File: config.mk
export PLATFORM = sky130hd
export DESIGN_NAME = alarm_clock12_core
export DESIGN_NICKNAME = d
export VERILOG_FILES = /design/src/rtl/ac12_pkg.sv /design/src/rtl/ac12_sync_edge.sv /design/src/rtl/ac12_timekeeper.sv /design/src/rtl/ac12_alarm_unit.sv /design/src/rtl/alarm_clock12_core.sv
export SDC_FILE = /design/constraint.sdc
export NUM_CORES = 1
export LEC_CHECK = 0
export BUFFER_PORTS_ARGS = -buffer_cell sky130_fd_sc_hd__buf_2
export CORE_MARGIN = 2
export CORE_UTILIZATION = 35
export DETAILED_ROUTE_END_ITERATION = 8
export HOLD_SLACK_MARGIN = 0.03
export PLACE_DENSITY_LB_ADDON = 0.2
export SLEW_MARGIN = 20
export SYNTH_ARGS = -nofsm -noshare
export SYNTH_HDL_FRONTEND = slang
export SYNTH_HIERARCHICAL = 1
export SYNTH_SLANG_ARGS = --single-unit
File: constraint.sdc
create_clock -name clk -period 5.3 [get_ports clk]
set_input_delay 0 -clock clk [delete_from_list [all_inputs] [get_ports clk]]
set_output_delay 0 -clock clk [all_outputs]
set_load 0.01 [all_outputs]
File: src/rtl/ac12_pkg.sv
package ac12_pkg;

  typedef enum logic [1:0] {
    PH_ALARM = 2'd0,
    PH_TIME  = 2'd1,
    PH_RUN   = 2'd2
  } phase_e;

  // step a field, returning to zero after the limit
  function automatic logic [5:0] wrap_inc(input logic [5:0] v, input logic [5:0] lim);
    return (v == lim) ? 6'd0 : v + 6'd1;
  endfunction

  // binary 0..63 to two BCD digits
  function automatic logic [7:0] bin2bcd(input logic [5:0] v);
    int unsigned q;
    int unsigned r;
    q = int'(v) / 10;
    r = int'(v) - q * 10;
    return {q[3:0], r[3:0]};
  endfunction

endpackage

File: src/rtl/ac12_sync_edge.sv
module ac12_sync_edge #(
  parameter int             W       = 3,
  parameter logic [W-1:0]   IDLE    = '1,
  parameter logic [W-1:0]   ACT_LOW = '1
) (
  input  logic         clk,
  input  logic         rst_n,
  input  logic [W-1:0] din,
  output logic [W-1:0] pulse
);

  for (genvar g = 0; g < W; g++) begin : g_bit
    logic s1_q, s2_q, prev_q;

    always_ff @(posedge clk or negedge rst_n) begin
      if (!rst_n) begin
        s1_q   <= IDLE[g];
        s2_q   <= IDLE[g];
        prev_q <= IDLE[g];
      end else begin
        s1_q   <= din[g];
        s2_q   <= s1_q;
        prev_q <= s2_q;
      end
    end

    if (ACT_LOW[g]) begin : g_fall
      assign pulse[g] = prev_q & ~s2_q;
    end else begin : g_rise
      assign pulse[g] = ~prev_q & s2_q;
    end
  end

endmodule

File: src/rtl/ac12_timekeeper.sv
module ac12_timekeeper
  import ac12_pkg::*;
#(
  parameter int HW     = 4,
  parameter int MW     = 6,
  parameter int HR_MAX = 11,
  parameter int MN_MAX = 59,
  parameter int SC_MAX = 59
) (
  input  logic          clk,
  input  logic          rst_n,
  input  logic          run,
  input  logic          set_en,
  input  logic          tick,
  input  logic          hr_inc,
  input  logic          mn_inc,
  input  logic          pm_in,
  output logic [HW-1:0] hr,
  output logic [MW-1:0] mn,
  output logic [MW-1:0] sc,
  output logic          pm
);

  logic [HW-1:0] hr_q, hr_d;
  logic [MW-1:0] mn_q, mn_d, sc_q, sc_d;
  logic          pm_q, pm_d;
  logic          sc_top, mn_top, hr_top;

  assign sc_top = (sc_q == MW'(SC_MAX));
  assign mn_top = (mn_q == MW'(MN_MAX));
  assign hr_top = (hr_q == HW'(HR_MAX));

  always_comb begin
    hr_d = hr_q;
    mn_d = mn_q;
    sc_d = sc_q;
    pm_d = pm_q;
    if (set_en) begin
      if (hr_inc) hr_d = HW'(wrap_inc(6'(hr_q), 6'(HR_MAX)));
      if (mn_inc) mn_d = MW'(wrap_inc(6'(mn_q), 6'(MN_MAX)));
      pm_d = pm_in;
    end else if (run && tick) begin
      sc_d = MW'(wrap_inc(6'(sc_q), 6'(SC_MAX)));
      if (sc_top) begin
        mn_d = MW'(wrap_inc(6'(mn_q), 6'(MN_MAX)));
        if (mn_top) begin
          hr_d = HW'(wrap_inc(6'(hr_q), 6'(HR_MAX)));
          if (hr_top) pm_d = ~pm_q;
        end
      end
    end
  end

  always_ff @(posedge clk or negedge rst_n) begin
    if (!rst_n) begin
      hr_q <= '0;
      mn_q <= '0;
      sc_q <= '0;
      pm_q <= 1'b0;
    end else begin
      hr_q <= hr_d;
      mn_q <= mn_d;
      sc_q <= sc_d;
      pm_q <= pm_d;
    end
  end

  assign hr = hr_q;
  assign mn = mn_q;
  assign sc = sc_q;
  assign pm = pm_q;

  a_r1_sec_step: assert property (@(posedge clk) disable iff (!rst_n)
    (run && tick && !sc_top) |=> (int'(sc_q) == int'($past(sc_q)) + 1));

  a_r2_midday_wrap: assert property (@(posedge clk) disable iff (!rst_n)
    (run && tick && sc_top && mn_top && hr_top) |=>
      (hr_q == '0 && mn_q == '0 && sc_q == '0 && pm_q != $past(pm_q)));

  a_r6_hold_when_idle: assert property (@(posedge clk) disable iff (!rst_n)
    (!run && !set_en) |=> ($stable(hr_q) && $stable(mn_q) && $stable(sc_q) && $stable(pm_q)));

  a_r6_no_seconds_in_setup: assert property (@(posedge clk) disable iff (!rst_n)
    !run |-> (sc_q == '0));

endmodule

File: src/rtl/ac12_alarm_unit.sv
module ac12_alarm_unit
  import ac12_pkg::*;
#(
  parameter int HW         = 4,
  parameter int MW         = 6,
  parameter int HR_MAX     = 11,
  parameter int MN_MAX     = 59,
  parameter int ALARM_SECS = 10
) (
  input  logic          clk,
  input  logic          rst_n,
  input  logic          set_en,
  input  logic          hr_inc,
  input  logic          mn_inc,
  input  logic          pm_in,
  input  logic          strobe,
  input  logic [HW-1:0] t_hr,
  input  logic [MW-1:0] t_mn,
  input  logic [MW-1:0] t_sc,
  input  logic          t_pm,
  output logic [HW-1:0] a_hr,
  output logic [MW-1:0] a_mn,
  output logic          a_pm,
  output logic          alarm
);

  localparam int CW = $clog2(ALARM_SECS + 1);

  logic [HW-1:0] ahr_q, ahr_d;
  logic [MW-1:0] amn_q, amn_d;
  logic          apm_q, apm_d;
  logic          al_q, al_d;
  logic [CW-1:0] rem_q, rem_d;
  logic          hit;

  assign hit = strobe && (t_sc == '0) && (t_hr == ahr_q) && (t_mn == amn_q) && (t_pm == apm_q);

  always_comb begin
    ahr_d = ahr_q;
    amn_d = amn_q;
    apm_d = apm_q;
    if (set_en) begin
      if (hr_inc) ahr_d = HW'(wrap_inc(6'(ahr_q), 6'(HR_MAX)));
      if (mn_inc) amn_d = MW'(wrap_inc(6'(amn_q), 6'(MN_MAX)));
      apm_d = pm_in;
    end
  end

  always_comb begin
    al_d  = al_q;
    rem_d = rem_q;
    if (hit) begin
      al_d  = 1'b1;
      rem_d = CW'(ALARM_SECS);
    end else if (strobe && al_q) begin
      rem_d = rem_q - CW'(1);
      al_d  = (rem_q != CW'(1));
    end
  end

  always_ff @(posedge clk or negedge rst_n) begin
    if (!rst_n) begin
      ahr_q <= '0;
      amn_q <= '0;
      apm_q <= 1'b0;
      al_q  <= 1'b0;
      rem_q <= '0;
    end else begin
      ahr_q <= ahr_d;
      amn_q <= amn_d;
      apm_q <= apm_d;
      al_q  <= al_d;
      rem_q <= rem_d;
    end
  end

  assign a_hr  = ahr_q;
  assign a_mn  = amn_q;
  assign a_pm  = apm_q;
  assign alarm = al_q;

  a_r7_rise_on_second_zero: assert property (@(posedge clk) disable iff (!rst_n)
    $rose(al_q) |-> ($past(strobe) && $past(t_sc) == '0));

  a_r8_fall_on_strobe: assert property (@(posedge clk) disable iff (!rst_n)
    $fell(al_q) |-> $past(strobe));

  a_r8_hold_between_strobes: assert property (@(posedge clk) disable iff (!rst_n)
    (al_q && !strobe) |=> al_q);

  a_r8_count_live: assert property (@(posedge clk) disable iff (!rst_n)
    al_q |-> (rem_q != '0));

endmodule

File: src/rtl/alarm_clock12_core.sv
module alarm_clock12_core
  import ac12_pkg::*;
#(
  parameter int ALARM_SECS = 10,
  parameter int HR_MAX     = 11,
  parameter int MN_MAX     = 59,
  parameter int SC_MAX     = 59
) (
  input  logic       clk,
  input  logic       rst_n,
  input  logic       sec_tick,
  input  logic       hr_btn_n,
  input  logic       mn_btn_n,
  input  logic       ampm_sel,
  input  logic       start,
  output logic [1:0] phase,
  output logic [7:0] hr_bcd,
  output logic [7:0] mn_bcd,
  output logic [7:0] sc_bcd,
  output logic       pm_flag,
  output logic       alarm_out
);

  localparam int HW = $clog2(HR_MAX + 1);
  localparam int MW = 6;

  // reset: asserted at once, released on the clock
  logic rs1_q, rs2_q, rst_i_n;
  always_ff @(posedge clk or negedge rst_n) begin
    if (!rst_n) begin
      rs1_q <= 1'b0;
      rs2_q <= 1'b0;
    end else begin
      rs1_q <= 1'b1;
      rs2_q <= rs1_q;
    end
  end
  assign rst_i_n = rs2_q;

  // button and start edges: bit0 hour, bit1 minute, bit2 start
  logic [2:0] ev;
  ac12_sync_edge #(.W(3), .IDLE(3'b011), .ACT_LOW(3'b011)) u_edges (
    .clk   (clk),
    .rst_n (rst_i_n),
    .din   ({start, mn_btn_n, hr_btn_n}),
    .pulse (ev)
  );

  phase_e ph_q, ph_d;
  always_comb begin
    ph_d = ph_q;
    if (ev[2]) begin
      case (ph_q)
        PH_ALARM: ph_d = PH_TIME;
        PH_TIME:  ph_d = PH_RUN;
        default:  ph_d = ph_q;
      endcase
    end
  end

  logic run, strobe_q;
  assign run = (ph_q == PH_RUN);

  always_ff @(posedge clk or negedge rst_i_n) begin
    if (!rst_i_n) begin
      ph_q     <= PH_ALARM;
      strobe_q <= 1'b0;
    end else begin
      ph_q     <= ph_d;
      strobe_q <= sec_tick & run;
    end
  end

  logic [HW-1:0] t_hr, a_hr;
  logic [MW-1:0] t_mn, t_sc, a_mn;
  logic          t_pm, a_pm;

  ac12_timekeeper #(.HW(HW), .MW(MW), .HR_MAX(HR_MAX), .MN_MAX(MN_MAX), .SC_MAX(SC_MAX)) u_time (
    .clk    (clk),
    .rst_n  (rst_i_n),
    .run    (run),
    .set_en (ph_q == PH_TIME),
    .tick   (sec_tick),
    .hr_inc (ev[0]),
    .mn_inc (ev[1]),
    .pm_in  (ampm_sel),
    .hr     (t_hr),
    .mn     (t_mn),
    .sc     (t_sc),
    .pm     (t_pm)
  );

  ac12_alarm_unit #(.HW(HW), .MW(MW), .HR_MAX(HR_MAX), .MN_MAX(MN_MAX), .ALARM_SECS(ALARM_SECS)) u_alarm (
    .clk    (clk),
    .rst_n  (rst_i_n),
    .set_en (ph_q == PH_ALARM),
    .hr_inc (ev[0]),
    .mn_inc (ev[1]),
    .pm_in  (ampm_sel),
    .strobe (strobe_q),
    .t_hr   (t_hr),
    .t_mn   (t_mn),
    .t_sc   (t_sc),
    .t_pm   (t_pm),
    .a_hr   (a_hr),
    .a_mn   (a_mn),
    .a_pm   (a_pm),
    .alarm  (alarm_out)
  );

  // display selection
  logic show_alarm;
  assign show_alarm = (ph_q == PH_ALARM);
  assign phase   = ph_q;
  assign hr_bcd  = bin2bcd(6'(show_alarm ? a_hr : t_hr));
  assign mn_bcd  = bin2bcd(show_alarm ? a_mn : t_mn);
  assign sc_bcd  = bin2bcd(show_alarm ? 6'd0 : t_sc);
  assign pm_flag = show_alarm ? a_pm : t_pm;

  a_r3_run_is_final: assert property (@(posedge clk) disable iff (!rst_i_n)
    (ph_q == PH_RUN) |=> (ph_q == PH_RUN));

  a_r3_legal_code: assert property (@(posedge clk) disable iff (!rst_i_n)
    ph_q != 2'd3);

  a_r3_single_step: assert property (@(posedge clk) disable iff (!rst_i_n)
    (ph_q != $past(ph_q)) |-> (int'(ph_q) == int'($past(ph_q)) + 1));

endmodule

==> flow_metrics.tcl <==
set metrics [dict create \
    dp_hpwl_um 5150 \
    r2r_end "u_time/mn[2]" \
    gp_congestion 0.849 \
    avgSynthCellArea_um2 9.37 \
    grt_pass1_vias 2482 \
    crit_fanout 10 \
    io_pins 35 \
    area_growth_pct 13.4 \
    path_delay_family "compound AO/OA/AOI/OAI gates" \
    post_drt_wl_per_cell_um 13.5 \
    synth_largest_area_cell "dfrtp_1" \
    ir_worst_vdd_v 0.000198 \
    grt_use_total 0.146 \
    wl_met2_um 3270 \
    dr.pass1.iters 4 \
    rsz0062_at_grt "false" \
    setup_tns_ps 0 \
    final.min_clock_period_ps 4810 \
    slowest_delay_ps 480 \
    wirelength_um 7070 \
    reg2reg_slack_ps 2920 \
    crit_top_cell "ha_1" \
    initial_core_util 0.361 \
    min_to "u_edges/g_bit[1].s1_q" \
    cts_sinks 47 \
    hold_path.class "in2reg" \
    utilization 0.410 \
    end_kind "primary output" \
    overflow 0 \
    synthFlopType "dfrtp_1" \
    die_w_um 102 \
    hold_viol 0 \
    synthArstFlopShare 1.00 \
    synth-seq-cells 47 \
    postRouteAntennaNets 0 \
    wl_met1_um 3520 \
    clkTransAtPathRegs_ps 90 \
    clock_path_buffers 2 \
    dieArea_mm2 0.0104 \
    post_drt_via_cell_ratio 5.08 \
    worstSetupPathType "reg2out" \
    worstPathArrival_ps 4810 \
    synth_area_leaders "dfrtp_1 31%, ha_1 7.1%, nand2_1 4.9%" \
    crit_buf_inv 1 \
    drv_slew 0 \
    yosysSeqAreaShare 0.353 \
    root_buffer "clkbuf_8" \
    fin_area_mm2 0.00380 \
    reg2reg_depth 5 \
    highest_layer "met4" \
    slowest_stage "dfrtp_1" \
    synth_cells 358 \
    fp.dieH_um 102 \
    worstHoldStart "mn_btn_n" \
    status "finished clean" \
    fillCellCount 952 \
    vias 2667 \
    place_area_mm2 0.00361 \
    fin_nets 423 \
    synth_top_area_frac 0.306 \
    wl_met3_um 247 \
    drive_gt1_frac 0.179 \
    leakagePower_nw 1.75 \
    crit_path_start_kind "register" \
    fin_crit_sh 0.908 \
    powerDensity_mw_per_mm2 351 \
    cp.required_ps 5300 \
    first_iter_violations 143 \
    antenna_found_initial 0 \
    setup-violations-final 0 \
    hold-path-cell-count 2 \
    max_cap_viol_count 0 \
    clock_latency_ps 300 \
    io_buffers 29 \
    drc 0 \
    grt_pass1_wl_um 12200 \
    fin_skew_ps 9.89 \
    numCtsBuffers 5 \
    r2r-start "phase[0]" \
    core-area_mm2 0.00928 \
    maxSlewHeadroom 0.623 \
    rows 35 \
    fmax_ghz 0.208 \
    ys_types 73 \
    cts_tree "built" \
    grt_max_degree 46 \
    crit_chain "or2_2 > mux2i_2 > ha_1 > nor4bb_1 > a31oi_1 > a21oi_1 > o21ai_0 > a21boi_0 > nor2_1 > ha_1 > nand2_1 > o2bb2ai_1 > a31o_1 > a221o_1 > ha_1 > fa_1 > xnor2_1 > xnor2_1 > buf_2" \
    yosysWarnings 6 \
    tightest_slew_ps 550 \
    htreeDepth 2 \
    synth_enable_flop_cells 0 \
    diodes 0 \
    syn_area_mm2 0.00335 \
    postCtsSetupRepairBufs 0 \
]
-- cells in the mapped netlist (4+ instances only) --
cell type and count:
nor2b_1 7, nor2_1 20, xnor2_1 17, and2_1 7, inv_1 19, nand2b_1 9, dfstp_2 6, xor2_1 8
a31oi_1 5, ha_1 19, dfrtp_1 41, nand2_1 44, a21oi_1 9, nand3_1 8, nand4_1 6, o211ai_1 5
mux2_2 8, and3_1 6, o21ai_0 19, nor3_1 4, buf_4 5, mux2i_1 5, a21o_1 4
-- kinds of logic (layout without fill, tap and decap cells) --
family / after synthesis / after routing / share of synthesized area
compound gates: 73 / 73 / 0.156
xor+xnor: 25 / 25 / 0.0653
fa+ha+maj: 22 / 22 / 0.0858
buf+inv: 33 / 67 / 0.0489
flops: 47 / 47 / 0.353
mux: 16 / 16 / 0.0559
other cells: 2 / 6 / 0.00224
simple gates: 140 / 140 / 0.233
-- power by group --
| part | switching (mW) | internal (mW) | total (mW) | leakage [nW] |
|---|---|---|---|---|
| clock | 0.123 | 0.155 | 0.278 | 0.0618 |
| combinational | 0.258 | 0.240 | 0.497 | 1.11 |
| sequential | 0.134 | 0.426 | 0.560 | 0.583 |
| total | 0.515 | 0.821 | 1.34 | 1.75 |
-- what timing repair did --
item | in CTS | in global routing
setup endpoints to repair | 0 | 1
gates resized for setup | 0 | 1
hold buffers | 7 | 0
endpoints found under the hold margin | 8 | 0
-- how the worst max path moves through the flow --
stage | startpoint | end | slack, ps | cells past startpoint
detailed placement | phase[0] | mn_bcd[3] | 770 | 19
CTS | phase[0] | mn_bcd[3] | 390 | 19
floorplan | phase[0] | sc_bcd[3] | 970 | 21
global route | phase[0] | mn_bcd[3] | 110 | 19
global placement | phase[0] | mn_bcd[3] | 860 | 19
finish | phase[0] | mn_bcd[3] | 490 | 19
-- through the flow --
stage / setup slack, ps / power, mW / hold WS, ps / std cells
5_1_grt: 107 / 1.45 / 329 / 525
2_1_floorplan: 968 / 0.909 / -296 / 362
4_1_cts: 392 / 1.36 / 322 / 525
3_5_place_dp: 767 / 1.07 / -213 / 510
3_3_place_gp: 864 / 1.06 / -215 / 510
6_report: 488 / 1.34 / 330 / 525
-- cell type report --
cell class | count | area [µm²] | share of cell area
Clock buffer | 6 | 82.6 | 0.0217
Clock inverter | 2 | 38.8 | 0.0102
Inverter | 22 | 87.6 | 0.0230
Multi-Input combinational cell | 282 | 2020 | 0.532
Sequential cell | 47 | 1190 | 0.312
Tap cell | 129 | 161 | 0.0424
Timing Repair Buffer | 37 | 223 | 0.0586
-- sequential cells by signal (all words and copies together) (netlist names) --
signal and count:
u_alarm/alarm 1, u_alarm/a_pm 1, u_edges/g_bit.prev_q 3, u_edges/g_bit.s2_q 3, u_time/pm 1, u_alarm/a_hr 4
u_alarm/a_mn 6, u_edges/g_bit.s1_q 3, phase 2, rs2_q 1, u_time/mn 6, u_time/hr 4
u_alarm/rem_q 4, strobe_q 1, u_time/sc 6, rs1_q 1
-- routing by layer --
layer	GRT usage	up-vias
li1	-	1341
met1	0.211	1280
met2	0.233	44
met3	0.0287	2
met4	0.0215	0
met5	0	-
-- worst register-to-register path: cells and delay by family, from the launching register on --
kind             cells  cell delay (ps)
AND/OR/NAND/NOR      3             1050
flip-flops           1              500
AO/OA/AOI/OAI        1              400
multiplexers         1              320
-- layout by cell type (no fill, tap or decap), types with 3 or more instances in the layout --
| cell | count |
|---|---|
| nor4_1 | 3 |
| xor2_1 | 8 |
| buf_2 | 29 |
| o211ai_1 | 5 |
| a31oi_1 | 5 |
| and3_1 | 6 |
| nand2b_1 | 9 |
| dlygate4sd3_1 | 7 |
| nand3_1 | 8 |
| nand4_1 | 6 |
| clkbuf_8 | 6 |
| nor2b_4 | 3 |
| mux2_2 | 8 |
| a21o_1 | 4 |
| and2_1 | 7 |
| nand4b_1 | 3 |
| o31ai_1 | 3 |
| conb_1 | 6 |
| a21oi_1 | 9 |
| or2_2 | 3 |
| mux2i_1 | 5 |
| ha_1 | 19 |
| xnor2_1 | 17 |
| nand2_1 | 44 |
| nor2b_1 | 7 |
| o31a_1 | 3 |
| dfrtp_1 | 40 |
| inv_1 | 19 |
| nor3_1 | 4 |
| dfstp_2 | 6 |
| o21ai_0 | 19 |
| nand3b_1 | 3 |
| nor2_1 | 20 |
(Power assumes the default switching activity.)
